$ cat config.mk
export PLATFORM = sky130hd
export DESIGN_NAME = atd_mem_wrap
export DESIGN_NICKNAME = d
export VERILOG_FILES = /design/src/rtl/atd_pkg.sv /design/src/rtl/atd_ctrl.sv /design/src/rtl/atd_datapath.sv /design/src/rtl/atd_mem_wrap.sv
export SDC_FILE = /design/constraint.sdc
export NUM_CORES = 1
export LEC_CHECK = 0
export BUFFER_PORTS_ARGS = -buffer_cell sky130_fd_sc_hd__buf_4
export CAP_MARGIN = 40
export CORE_AREA = 5 5 76 78
export DETAILED_ROUTE_END_ITERATION = 8
export DIE_AREA = 0 0 81 83
export GPL_TIMING_DRIVEN = 0
export PLACE_DENSITY = 0.82
export SYNTH_ARGS = -nofsm -noshare
export SYNTH_HDL_FRONTEND = slang
export SYNTH_SLANG_ARGS = --single-unit
$ cat constraint.sdc
create_clock -name clk -period 1.9 [get_ports clk]
set_clock_uncertainty 0.15 [all_clocks]
set_input_delay 0.285 -clock clk [delete_from_list [all_inputs] [get_ports clk]]
set_output_delay 0.285 -clock clk [all_outputs]
set_load 0.02 [all_outputs]
$ cat src/rtl/atd_pkg.sv
package atd_pkg;
  // Strobes passed from the control FSM to the datapath.
  typedef struct packed {
    logic load;     // capture request registers (transition edge)
    logic active;   // access window in progress
    logic capture;  // load output latch from memory read data
  } atdStrobe_t;
endpackage

$ cat src/rtl/atd_ctrl.sv
module atd_ctrl
  import atd_pkg::*;
#(
  parameter int ACT_CYC = 2
) (
  input  logic       clk,
  input  logic       rst_n,
  input  logic       trans,
  input  logic       accWe,
  output atdStrobe_t strb
);
  localparam int CNT_W = (ACT_CYC > 1) ? $clog2(ACT_CYC) : 1;
  localparam logic [CNT_W-1:0] LAST = CNT_W'(ACT_CYC - 1);

  logic             active;
  logic [CNT_W-1:0] cnt;
  logic             lastCyc;

  assign lastCyc = active && (cnt == LAST);

  always_ff @(posedge clk) begin
    if (!rst_n) begin
      active <= 1'b0;
      cnt    <= '0;
    end else if (trans) begin
      active <= 1'b1;
      cnt    <= '0;
    end else if (active) begin
      if (cnt == LAST) begin
        active <= 1'b0;
        cnt    <= '0;
      end else begin
        cnt <= cnt + 1'b1;
      end
    end
  end

  always_comb begin
    strb.load    = trans;
    strb.active  = active;
    strb.capture = lastCyc && !accWe && !trans;
  end

  // a transition always opens a fresh window
  p_wake_on_change_r3: assert property (@(posedge clk) disable iff (!rst_n)
    trans |=> (active && cnt == '0));

  // the window closes after its last cycle unless restarted
  p_sleep_after_window_r3: assert property (@(posedge clk) disable iff (!rst_n)
    (lastCyc && !trans) |=> !active);

  // no transition while idle keeps the array asleep
  p_quiet_no_change_r4: assert property (@(posedge clk) disable iff (!rst_n)
    (!active && !trans) |=> !active);

  initial begin
    p_act_cyc_min_r5: assert (ACT_CYC >= 2);
  end
endmodule

$ cat src/rtl/atd_datapath.sv
module atd_datapath
  import atd_pkg::*;
#(
  parameter int ADDR_W = 6,
  parameter int DATA_W = 16
) (
  input  logic              clk,
  input  logic              rst_n,
  input  logic              busSel,
  input  logic              busWe,
  input  logic [ADDR_W-1:0] busAddr,
  input  logic [DATA_W-1:0] busWdata,
  input  logic [DATA_W-1:0] memRdata,
  input  atdStrobe_t        strb,
  output logic              trans,
  output logic              accWe,
  output logic [DATA_W-1:0] busRdata,
  output logic              memEn,
  output logic              memWe,
  output logic [ADDR_W-1:0] memAddr,
  output logic [DATA_W-1:0] memWdata
);
  logic              prevSel;
  logic              prevWe;
  logic [ADDR_W-1:0] prevAddr;
  logic [ADDR_W-1:0] accAddr;
  logic [DATA_W-1:0] accWdata;
  logic [DATA_W-1:0] rdataQ;

  // Transition detector: compare against last cycle's bus values
  assign trans = busSel && (!prevSel || (busAddr != prevAddr) || (busWe != prevWe));

  always_ff @(posedge clk) begin
    if (!rst_n) begin
      prevSel  <= 1'b0;
      prevWe   <= 1'b0;
      prevAddr <= '0;
    end else begin
      prevSel  <= busSel;
      prevWe   <= busWe;
      prevAddr <= busAddr;
    end
  end

  always_ff @(posedge clk) begin
    if (!rst_n) begin
      accAddr  <= '0;
      accWdata <= '0;
      accWe    <= 1'b0;
    end else if (strb.load) begin
      accAddr  <= busAddr;
      accWdata <= busWdata;
      accWe    <= busWe;
    end
  end

  always_ff @(posedge clk) begin
    if (!rst_n)            rdataQ <= '0;
    else if (strb.capture) rdataQ <= memRdata;
  end

  assign busRdata = rdataQ;
  assign memEn    = strb.active;
  assign memWe    = strb.active && accWe;
  assign memAddr  = accAddr;
  assign memWdata = accWdata;

  // the output latch only moves on a capture strobe
  p_hold_latch_r5: assert property (@(posedge clk) disable iff (!rst_n)
    !strb.capture |=> $stable(rdataQ));

  // without a new transition the captured request stays put
  p_request_stable_r6: assert property (@(posedge clk) disable iff (!rst_n)
    !trans |=> ($stable(accAddr) && $stable(accWe)));

  // a write window never loads the output latch
  p_write_no_latch_r7: assert property (@(posedge clk) disable iff (!rst_n)
    (strb.active && accWe && !trans) |=> $stable(rdataQ));
endmodule

$ cat src/rtl/atd_mem_wrap.sv
module atd_mem_wrap
  import atd_pkg::*;
#(
  parameter int ADDR_W  = 6,
  parameter int DATA_W  = 16,
  parameter int ACT_CYC = 2
) (
  input  logic              clk,
  input  logic              rst_n,
  input  logic              busSel,
  input  logic              busWe,
  input  logic [ADDR_W-1:0] busAddr,
  input  logic [DATA_W-1:0] busWdata,
  output logic [DATA_W-1:0] busRdata,
  output logic              standby,
  output logic              memEn,
  output logic              memWe,
  output logic [ADDR_W-1:0] memAddr,
  output logic [DATA_W-1:0] memWdata,
  input  logic [DATA_W-1:0] memRdata
);
  atdStrobe_t strb;
  logic       trans;
  logic       accWe;

  atd_ctrl #(.ACT_CYC(ACT_CYC)) u_ctrl (
    .clk   (clk),
    .rst_n (rst_n),
    .trans (trans),
    .accWe (accWe),
    .strb  (strb)
  );

  atd_datapath #(.ADDR_W(ADDR_W), .DATA_W(DATA_W)) u_dp (
    .clk      (clk),
    .rst_n    (rst_n),
    .busSel   (busSel),
    .busWe    (busWe),
    .busAddr  (busAddr),
    .busWdata (busWdata),
    .memRdata (memRdata),
    .strb     (strb),
    .trans    (trans),
    .accWe    (accWe),
    .busRdata (busRdata),
    .memEn    (memEn),
    .memWe    (memWe),
    .memAddr  (memAddr),
    .memWdata (memWdata)
  );

  assign standby = !strb.active;

  // a write strobe never appears outside an active window
  p_we_in_window_r2: assert property (@(posedge clk) disable iff (!rst_n)
    memWe |-> memEn);
endmodule

==> impl_metrics.env, run 1 <==
export IMPL_finalNetCount=406
export IMPL_cts_made_buffers=5
export IMPL_setup_viol=0
export IMPL_cp_required_ps=2000
export IMPL_hold_viol_final=0
export IMPL_coreArea_sq_um=5010
export IMPL_cp_max_fo=10
export IMPL_yosysSeqAreaShare=0.419
export IMPL_post_route_util=0.640
export IMPL_cp_slowest_cell="dfxtp_1"
export IMPL_critPathKind="flip-flop to flip-flop"
export IMPL_drive_gt1_frac=0.293
export IMPL_most_common_layout_cells="buf_4, dfxtp_1, nand2_1, nand3_1, mux2i_1"
export IMPL_netlist_area_sq_um=2340
export IMPL_power_density_nw_per_um2=704
export IMPL_relSlewSlack=0.661
export IMPL_slew_viol_final=0
export IMPL_first_iter_violations=205
export IMPL_stdcell_count=435
export IMPL_status="completed"
export IMPL_crit_family="simple AND/OR/NAND/NOR gates"
export IMPL_layout_commonest_cell="buf_4"
export IMPL_fin_crit_ps=1760
export IMPL_clk_latency_ps=300
export IMPL_rows=26
export IMPL_critPathLaunchType="flip-flop"
export IMPL_clk_path_buf_depth=2
export IMPL_tightest_slew_ps=509
export IMPL_grt_pass1_wl_microns=11000
export IMPL_cts_tree="built"
export IMPL_antennaDiodeCount=0
export IMPL_track_usage=0.200
export IMPL_rsz0062_at_grt="false"
export IMPL_syn_mean_instance_area_sq_um=8.71
export IMPL_grt_overflow=0
export IMPL_cp_slowest_stage_delay_ps=470
export IMPL_p_leak_nw=1.42
export IMPL_antenna_left=0
export IMPL_drc=0
export IMPL_cts_root_buf="clkbuf_8"
export IMPL_dieHeight_microns=83
export IMPL_ys_types=24
export IMPL_via_per_inst=5.58
export IMPL_synth_warnings=0
export IMPL_cp_data_arrival_time_ps=1860
export IMPL_place_inst=420
export IMPL_vias=2429
export IMPL_routed_wl_microns=6680
export IMPL_synth_seq_cells=49
export IMPL_grt_max_degree=17
export IMPL_timing_final_ws_setup_ps=137
export IMPL_timing_hold_ws_ps=45.7
export IMPL_wl_per_cell_microns=15.4
export IMPL_gp_congestion=0.895
export IMPL_hpwlAfterDp_microns=4750
export IMPL_io_buffers=81
export IMPL_clk_pin_slew_worst_paths_ps=100
export IMPL_grt_pass1_vias=2420
export IMPL_firstDrtPassIters=5
export IMPL_cts_resized_gates=0
export IMPL_syn_inst=269
export IMPL_cp_common_cell="buf_2"
export IMPL_antenna_found_initial=0
export IMPL_drv_cap=0
export IMPL_cts_sinks=49
export IMPL_area_delta_synth_final_pct=36.9
export IMPL_initial_core_util=0.468
export IMPL_min_period_over_period=0.928
export IMPL_die_area_sq_um=6720
export IMPL_end_kind="flip-flop"
export IMPL_critPathBufInv=2
export IMPL_syn_nets=311
export IMPL_min_path_type="input port to flip-flop"
export IMPL_ioPinCount=83
export IMPL_total_power_mw=2.26
export IMPL_vdd_drop_max_mv=0.454
export IMPL_fmax_mhz=567
export IMPL_htree_levels=2
export IMPL_die_w_microns=81
export IMPL_pre_cts_ws_ps=-16.4
export IMPL_crit_chain="and3b_1 > buf_2 > buf_2 > nand3_1 > or3_1 > nand4_1"
## where the power goes
part / switching [mW] / internal (mW) / leakage, nW
clock network: 0.373 / 0.395 / 0.0585
logic: 0.209 / 0.178 / 0.958
registers: 0.0292 / 1.07 / 0.402
total: 0.611 / 1.65 / 1.42
## metrics by stage
| step | setup TNS (ps) | instance area [sq um] |
|---|---|---|
| CTS | 0 | 3150 |
| finish | 0 | 3210 |
| detailed placement | -37.8 | 3040 |
| global placement | 0 | 3040 |
| floorplan | 0 | 2340 |
| global route | 0 | 3210 |
## cell families (layout without fill, tap and decap cells)
group,Yosys count,in the layout,synth area share
multiplexers,23,23,0.0983
AO/OA/AOI/OAI,18,18,0.0700
AND/OR/NAND/NOR,134,134,0.313
XOR/XNOR,8,8,0.0299
flip-flops,49,49,0.419
buffers and inverters,37,133,0.0700
## registers in the layout, indices dropped and copies added, names as in the netlist
signal	cells
u_ctrl.active	1
u_dp.memAddr	6
u_ctrl.cnt	1
u_dp.accWe	1
u_dp.memWdata	16
u_dp.prevSel	1
u_dp.prevWe	1
u_dp.prevAddr	6
u_dp.busRdata	16
## synth_stat cells
master / count / area share
a21boi_0: 1 / 0.0032
and2_1: 2 / 0.0053
and3_1: 1 / 0.0027
and3b_1: 1 / 0.0037
buf_1: 5 / 0.0080
buf_2: 5 / 0.011
buf_4: 1 / 0.0032
buf_6: 2 / 0.0096
clkbuf_1: 16 / 0.026
dfxtp_1: 49 / 0.42
inv_1: 8 / 0.013
mux2i_1: 23 / 0.098
nand2_1: 46 / 0.074
nand2b_1: 1 / 0.0027
nand3_1: 32 / 0.068
nand3b_1: 1 / 0.0032
nand4_1: 17 / 0.045
nand4_2: 1 / 0.0053
nand4b_1: 16 / 0.060
o2111ai_1: 16 / 0.060
o21ai_4: 1 / 0.0069
or3_1: 16 / 0.043
xnor2_1: 7 / 0.026
xor2_1: 1 / 0.0037
## repair_timing
action                     CTS  global route
setup buffers                0             8
setup endpoints to repair    0            30
hold buffers                 0             0
## worst register-to-register path, stage by stage, from the launching register on
cell,delay (ps)
dfxtp_1,470
and3b_1,190
buf_2,150
buf_2,230
nand3_1,100
or3_1,320
nand4_1,100
## path summary, 6_finish.rpt
path | startpoint | end | slack, ps | cells after the start
worst max-delay path | u_ctrl.active | u_dp.busRdata[15] | 140 | 6
worst min-delay path | busWe | u_dp.prevWe | 50 | 3
worst max register to register | u_ctrl.active | u_dp.busRdata[15] | 140 | 6
worst min register to register | u_dp.memWdata[9] | u_dp.memWdata[9] | 310 | 2
## cell type report
class | count | area, sq um
buffer | 28 | 130
clock buffer | 5 | 68.8
clock inverter | 3 | 43.8
fill | 472 | 1800
inverter | 8 | 30.0
multi-input combinational | 183 | 1200
sequential | 49 | 981
tap | 70 | 87.6
timing repair buffer | 89 | 668
## layer usage
| layer | vias up | part of all wire | GRT usage |
|---|---|---|---|
| li1 | 1156 | - | - |
| met1 | 1149 | 0.41 | 0.235 |
| met2 | 117 | 0.48 | 0.328 |
| met3 | 7 | 0.098 | 0.0725 |
| met4 | 0 | 0.0093 | 0.0737 |
| met5 | - | 0 | 0 |
Note: power is estimated with default switching activity, not from simulation.
==> run 2: changes to the inputs <==
CTS_BUF_LIST = sky130_fd_sc_hd__clkbuf_4 sky130_fd_sc_hd__clkbuf_8 sky130_fd_sc_hd__clkbuf_16   (was not set)
PLACE_DENSITY = 0.76   (was 0.82)
==> run 2 against run 1 <==
Die area stayed put. Global-route usage fell by 0.92 points. Sequential power barely moved. Clock power shrank 17%. Critical endpoint unchanged. Register-to-register slack hardly changed. Hold slack worse by 0.97 ps. Largest cell class unchanged.
==> impl_metrics.env, run 2 (synthesized netlist as in run 1, its figures left out) <==
export IMPL_grt_pass1_vias=2251
export IMPL_hold_path_depth=3
export IMPL_cts_sinks=49
export IMPL_critPathKind="flip-flop to flip-flop"
export IMPL_dieHeight_microns=83
export IMPL_end_kind="flip-flop"
export IMPL_crit_chain="xnor2_1 > nand4_1 > clkbuf_1 > or3_1 > nand4_1"
export IMPL_status="completed"
export IMPL_vias=2309
export IMPL_cts_resized_gates=0
export IMPL_antenna_found_initial=0
export IMPL_fin_crit_ps=1760
export IMPL_track_usage=0.191
export IMPL_rows=26
export IMPL_cp_required_ps=2000
export IMPL_cts_tree="built"
export IMPL_clk_pin_slew_worst_paths_ps=100
export IMPL_fmax_mhz=569
export IMPL_most_common_layout_cells="buf_4, dfxtp_1, nand2_1, nand3_1, mux2i_1"
export IMPL_cp_slowest_stage_delay_ps=400
export IMPL_drv_cap=0
export IMPL_placed_cell_area_sq_um=3040
export IMPL_min_path_type="input port to flip-flop"
export IMPL_cts_root_buf="clkbuf_8"
export IMPL_setup_viol=0
export IMPL_min_period_over_period=0.925
export IMPL_clk_path_buf_depth=2
export IMPL_clk_latency_ps=300
export IMPL_layout_commonest_cell="buf_4"
export IMPL_grt_max_degree=15
export IMPL_nFillCells=472
export IMPL_vdd_drop_max_mv=0.434
export IMPL_p_leak_nw=1.37
export IMPL_cp_data_arrival_time_ps=1860
export IMPL_power_density_nw_per_um2=677
export IMPL_ioPinCount=83
export IMPL_first_iter_violations=148
export IMPL_relSlewSlack=0.643
export IMPL_fin_area_sq_um=3130
export IMPL_cts_made_buffers=5
export IMPL_area_delta_synth_final_pct=33.7
export IMPL_drc=0
export IMPL_cp_max_fo=10
export IMPL_hpwlAfterDp_microns=4680
export IMPL_cp_common_cell="nand4_1"
export IMPL_antennaDiodeCount=0
export IMPL_die_w_microns=81
export IMPL_timing_hold_ws_ps=44.7
export IMPL_slew_viol_final=0
export IMPL_firstDrtPassIters=4
export IMPL_antenna_left=0
export IMPL_via_per_inst=5.41
export IMPL_tightest_slew_ps=536
export IMPL_htree_levels=2
export IMPL_critPathLaunchType="flip-flop"
export IMPL_finalNetCount=399
export IMPL_total_power_mw=2.12
export IMPL_hold_viol_final=0
export IMPL_routed_wl_microns=6520
export IMPL_grt_overflow=0
export IMPL_drive_gt1_frac=0.277
export IMPL_reg2reg_depth=5
export IMPL_coreArea_sq_um=5010
export IMPL_rsz0062_at_grt="false"
export IMPL_die_area_sq_um=6720
export IMPL_cp_slowest_cell="or3_1"
export IMPL_wl_per_cell_microns=15.3
export IMPL_tns_ps=0
export IMPL_gp_congestion=0.950
export IMPL_io_buffers=81
export IMPL_grt_pass1_wl_microns=10400
export IMPL_initial_core_util=0.468
-- run 2: changes by cell type in the layout (fill, tap and decap cells not counted) --
cell        delta
inv_6          -1
buf_4          -7
clkinv_2       -1
bufinv_16      -1
clkinvlp_4     +1
clkbuf_8       +1
-- run 2: cell type report --
class	count	area [sq um]	area share
multi-input combinational	183	1200	0.382
sequential	49	981	0.313
timing repair buffer	82	616	0.197
buffer	28	130	0.0416
tap	70	87.6	0.0280
clock buffer	6	82.6	0.0264
inverter	8	30.0	0.00959
clock inverter	1	7.51	0.00240
-- run 2: stage by stage --
stage	util	std cells	worst slack [ps]
after floorplan	-	269	234
after global placement	0.606	420	36.2
after detailed placement	0.606	420	5.49
after CTS	0.624	427	103
after global routing	0.625	427	35.7
final	0.625	427	143
-- run 2: worst paths after layout --
path	slack, ps	startpoint	to
max	140	u_dp.prevWe	u_dp.busRdata[15]
min reg2reg	310	u_dp.memAddr[4]	u_dp.memAddr[4]
min	40	busWe	u_dp.prevWe
max reg2reg	140	u_dp.prevWe	u_dp.busRdata[15]
-- run 2: where the power goes --
part | switching [mW] | internal (mW) | total (mW)
Clock | 0.352 | 0.289 | 0.641
Sequential | 0.0283 | 1.07 | 1.10
Combinational | 0.205 | 0.170 | 0.375
Total | 0.586 | 1.53 | 2.12
-- run 2: what timing repair did --
item,4_1_cts,5_1_grt
setup endpoints to repair,0,11
hold buffers,0,0
buffers inserted,0,1
-- run 2: critical path: cells and delay by family, from the launching register on --
family / cells / cell delay [ps]
DFF: 1 / 340
and+or+nand+nor: 3 / 800
buffers and inverters: 1 / 310
xor gates and xnor gates: 1 / 110
-- run 2: per-layer routing --
layer / GRT usage / up-vias / part of all wire
met4: 0.0568 / 0 / 0.013
met2: 0.310 / 103 / 0.47
li1: - / 1139 / -
met3: 0.0574 / 11 / 0.091
met1: 0.240 / 1056 / 0.42
met5: 0 / - / 0
==> run 3: changes to the inputs <==
ABC_AREA = 1   (was not set)
CORE_AREA = 5 5 72 74   (was 5 5 76 78)
DIE_AREA = 0 0 77 79   (was 0 0 81 83)
==> run 3 against run 2 <==
Final area shrank 11%. Wire length decreased by 24%. Die area fell by 9.5%. Clock power fell by 4.4%. Hold slack hardly changed. Non-clock buffer count is 13 lower. Synthesized cell count increased by 4.5%. Sequential cell count unchanged. Critical path type unchanged. Largest cell class is now registers.
==> impl_metrics.env, run 3 <==
export IMPL_crit_family="simple AND/OR/NAND/NOR gates"
export IMPL_post_route_util=0.615
export IMPL_p_leak_nw=1.47
export IMPL_cp_slowest_stage_delay_ps=390
export IMPL_synth_most_common_cell="nor2_1"
export IMPL_most_common_layout_cells="buf_4, nor2_1, dfxtp_1, nand2_1, inv_1"
export IMPL_gp_congestion=0.773
export IMPL_netlist_area_sq_um=2020
export IMPL_power_density_nw_per_um2=742
export IMPL_track_usage=0.167
export IMPL_cp_data_arrival_time_ps=1570
export IMPL_vias=1973
export IMPL_postCtsHoldBufs=0
export IMPL_yosysTopAreaCell="dfxtp_1"
export IMPL_place_inst=416
export IMPL_cts_root_buf="clkbuf_8"
export IMPL_cp_slowest_cell="dfxtp_1"
export IMPL_routed_wl_microns=4960
export IMPL_cts_sinks=49
export IMPL_grt_max_degree=14
export IMPL_cts_made_buffers=5
export IMPL_comb_power_share=0.170
export IMPL_total_power_mw=2.07
export IMPL_synth_top_cell_area_share=0.486
export IMPL_coreArea_sq_um=4540
export IMPL_synthTopCellsByArea="dfxtp_1, nor2_1, nand2_1"
export IMPL_yosysSeqAreaShare=0.486
export IMPL_register_area_sq_um=981
export IMPL_synth_common_cells="nor2_1, dfxtp_1, nand2_1"
export IMPL_hold_viol_final=0
export IMPL_htree_levels=2
export IMPL_use_met2=0.301
export IMPL_relSlewSlack=0.693
export IMPL_crit_chain="inv_2 > nor3_2 > buf_2 > nand3_1 > nand2_1 > nor2_1"
export IMPL_die_area_sq_um=6080
export IMPL_grt_pass1_vias=1972
export IMPL_synth_seq_cells=49
export IMPL_drv_cap=0
export IMPL_min_period_over_period=0.806
export IMPL_clk_latency_ps=290
export IMPL_ys_types=19
export IMPL_min_path_type="input port to flip-flop"
export IMPL_dieHeight_microns=79
export IMPL_ys_flop_type="dfxtp_1"
export IMPL_use_met3=0.0658
export IMPL_end_kind="flip-flop"
export IMPL_seq_power_share=0.533
export IMPL_via_per_inst=4.66
export IMPL_area_delta_synth_final_pct=38.2
export IMPL_async_reset_ff_frac=0
export IMPL_fmax_mhz=653
export IMPL_firstDrtPassIters=4
export IMPL_stdcell_count=423
export IMPL_drive_gt1_frac=0.301
export IMPL_top_usage_layer="met2"
export IMPL_io_buffers=81
export IMPL_antennaDiodeCount=0
export IMPL_p_clk_frac=0.296
export IMPL_synth_edf_count=0
export IMPL_drc=0
export IMPL_rows=25
export IMPL_synth_warnings=0
export IMPL_syn_nets=323
export IMPL_antenna_found_initial=0
export IMPL_syn_mean_instance_area_sq_um=7.18
export IMPL_initial_core_util=0.445
export IMPL_cp_required_ps=1940
export IMPL_setup_viol=0
export IMPL_nFillCells=438
export IMPL_p_sw_frac=0.254
export IMPL_slew_viol_final=0
export IMPL_tightest_slew_ps=460
export IMPL_die_w_microns=77
export IMPL_wl_per_cell_microns=11.7
export IMPL_tns_ps=0
export IMPL_multi_input_area_sq_um=776
export IMPL_status="completed"
export IMPL_rsz0062_at_grt="false"
export IMPL_grt_overflow=0
export IMPL_ioPinCount=83
export IMPL_finalNetCount=411
export IMPL_syn_inst=281
export IMPL_met1_usage=0.182
export IMPL_critPathBufInv=2
export IMPL_p_int_mw=1.54
export IMPL_power_switching_uw=525
export IMPL_clk_path_buf_depth=2
export IMPL_vdd_drop_max_mv=0.439
export IMPL_grt_pass1_wl_microns=8420
export IMPL_critPathLaunchType="flip-flop"
export IMPL_hpwlAfterDp_microns=3850
export IMPL_cp_max_fo=10
export IMPL_first_iter_violations=100
export IMPL_clk_pin_slew_worst_paths_ps=80
export IMPL_cts_tree="built"
export IMPL_antenna_left=0
export IMPL_fin_crit_ps=1530
export IMPL_layout_commonest_cell="buf_4"
export IMPL_critPathKind="flip-flop to flip-flop"
==> run 3: cells by family after synthesis <==
logic type,after synthesis,synth area share
xor gates and xnor gates,1,0.00434
and+or+nand+nor,132,0.258
AOI/OAI and AO/OA,41,0.120
DFF,49,0.486
buffers and inverters,58,0.132
==> run 3: worst paths after layout <==
kind	from	to	slack (ps)	depth (start not counted)
setup / recovery	u_ctrl.active	u_dp.busRdata[13]	370	6
hold / removal	busWe	u_dp.prevWe	40	3
setup reg to reg	u_ctrl.active	u_dp.busRdata[13]	370	6
hold reg to reg	u_ctrl.cnt	u_ctrl.cnt	330	2
==> run 3: timing repair <==
| item | CTS | global route |
|---|---|---|
| setup endpoints to repair | 0 | 1 |
| hold endpoints to repair | 0 | 0 |
| setup buffers | 0 | 0 |
| resized for setup | 0 | 1 |
==> run 3: power by group through the flow <==
stage / clock [mW] / sequential, mW / combinational [mW]
after floorplan: 0 / 1.17 / 0.143
after global placement: 0 / 1.12 / 0.349
after detailed placement: 0 / 1.13 / 0.357
after CTS: 0.632 / 1.10 / 0.358
after global routing: 0.675 / 1.11 / 0.391
final: 0.613 / 1.10 / 0.353
==> run 3: metrics by stage <==
step | area [sq um] | hold slack (ps) | worst slack, ps
2_1_floorplan | 2020 | 228 | 267
3_3_place_gp | 2690 | 305 | 173
3_5_place_dp | 2690 | 310 | 183
4_1_cts | 2780 | 34.3 | 166
5_1_grt | 2790 | 29.1 | 163
6_report | 2790 | 44.4 | 368
==> run 3: layout make-up <==
cell class,count,share of cell area
sequential,49,0.352
inverter,42,0.0566
clock buffer,7,0.0323
tap,54,0.0242
multi-input combinational,174,0.278
buffer,16,0.0386
timing repair buffer,81,0.218
==> run 3: worst register-to-register path, cell delays in order, from the launching register on <==
cell	delay, ps
dfxtp_1	390
inv_2	70
nor3_2	260
buf_2	340
nand3_1	110
nand2_1	70
nor2_1	40
==> run 3: per-layer routing <==
| layer | part of all wire | routed length, microns | vias to the layer above |
|---|---|---|---|
| met5 | 0 | 0 | - |
| met2 | 0.48 | 2400 | 65 |
| met1 | 0.41 | 2030 | 878 |
| met4 | 0.013 | 63 | 0 |
| li1 | - | - | 1022 |
| met3 | 0.094 | 465 | 8 |
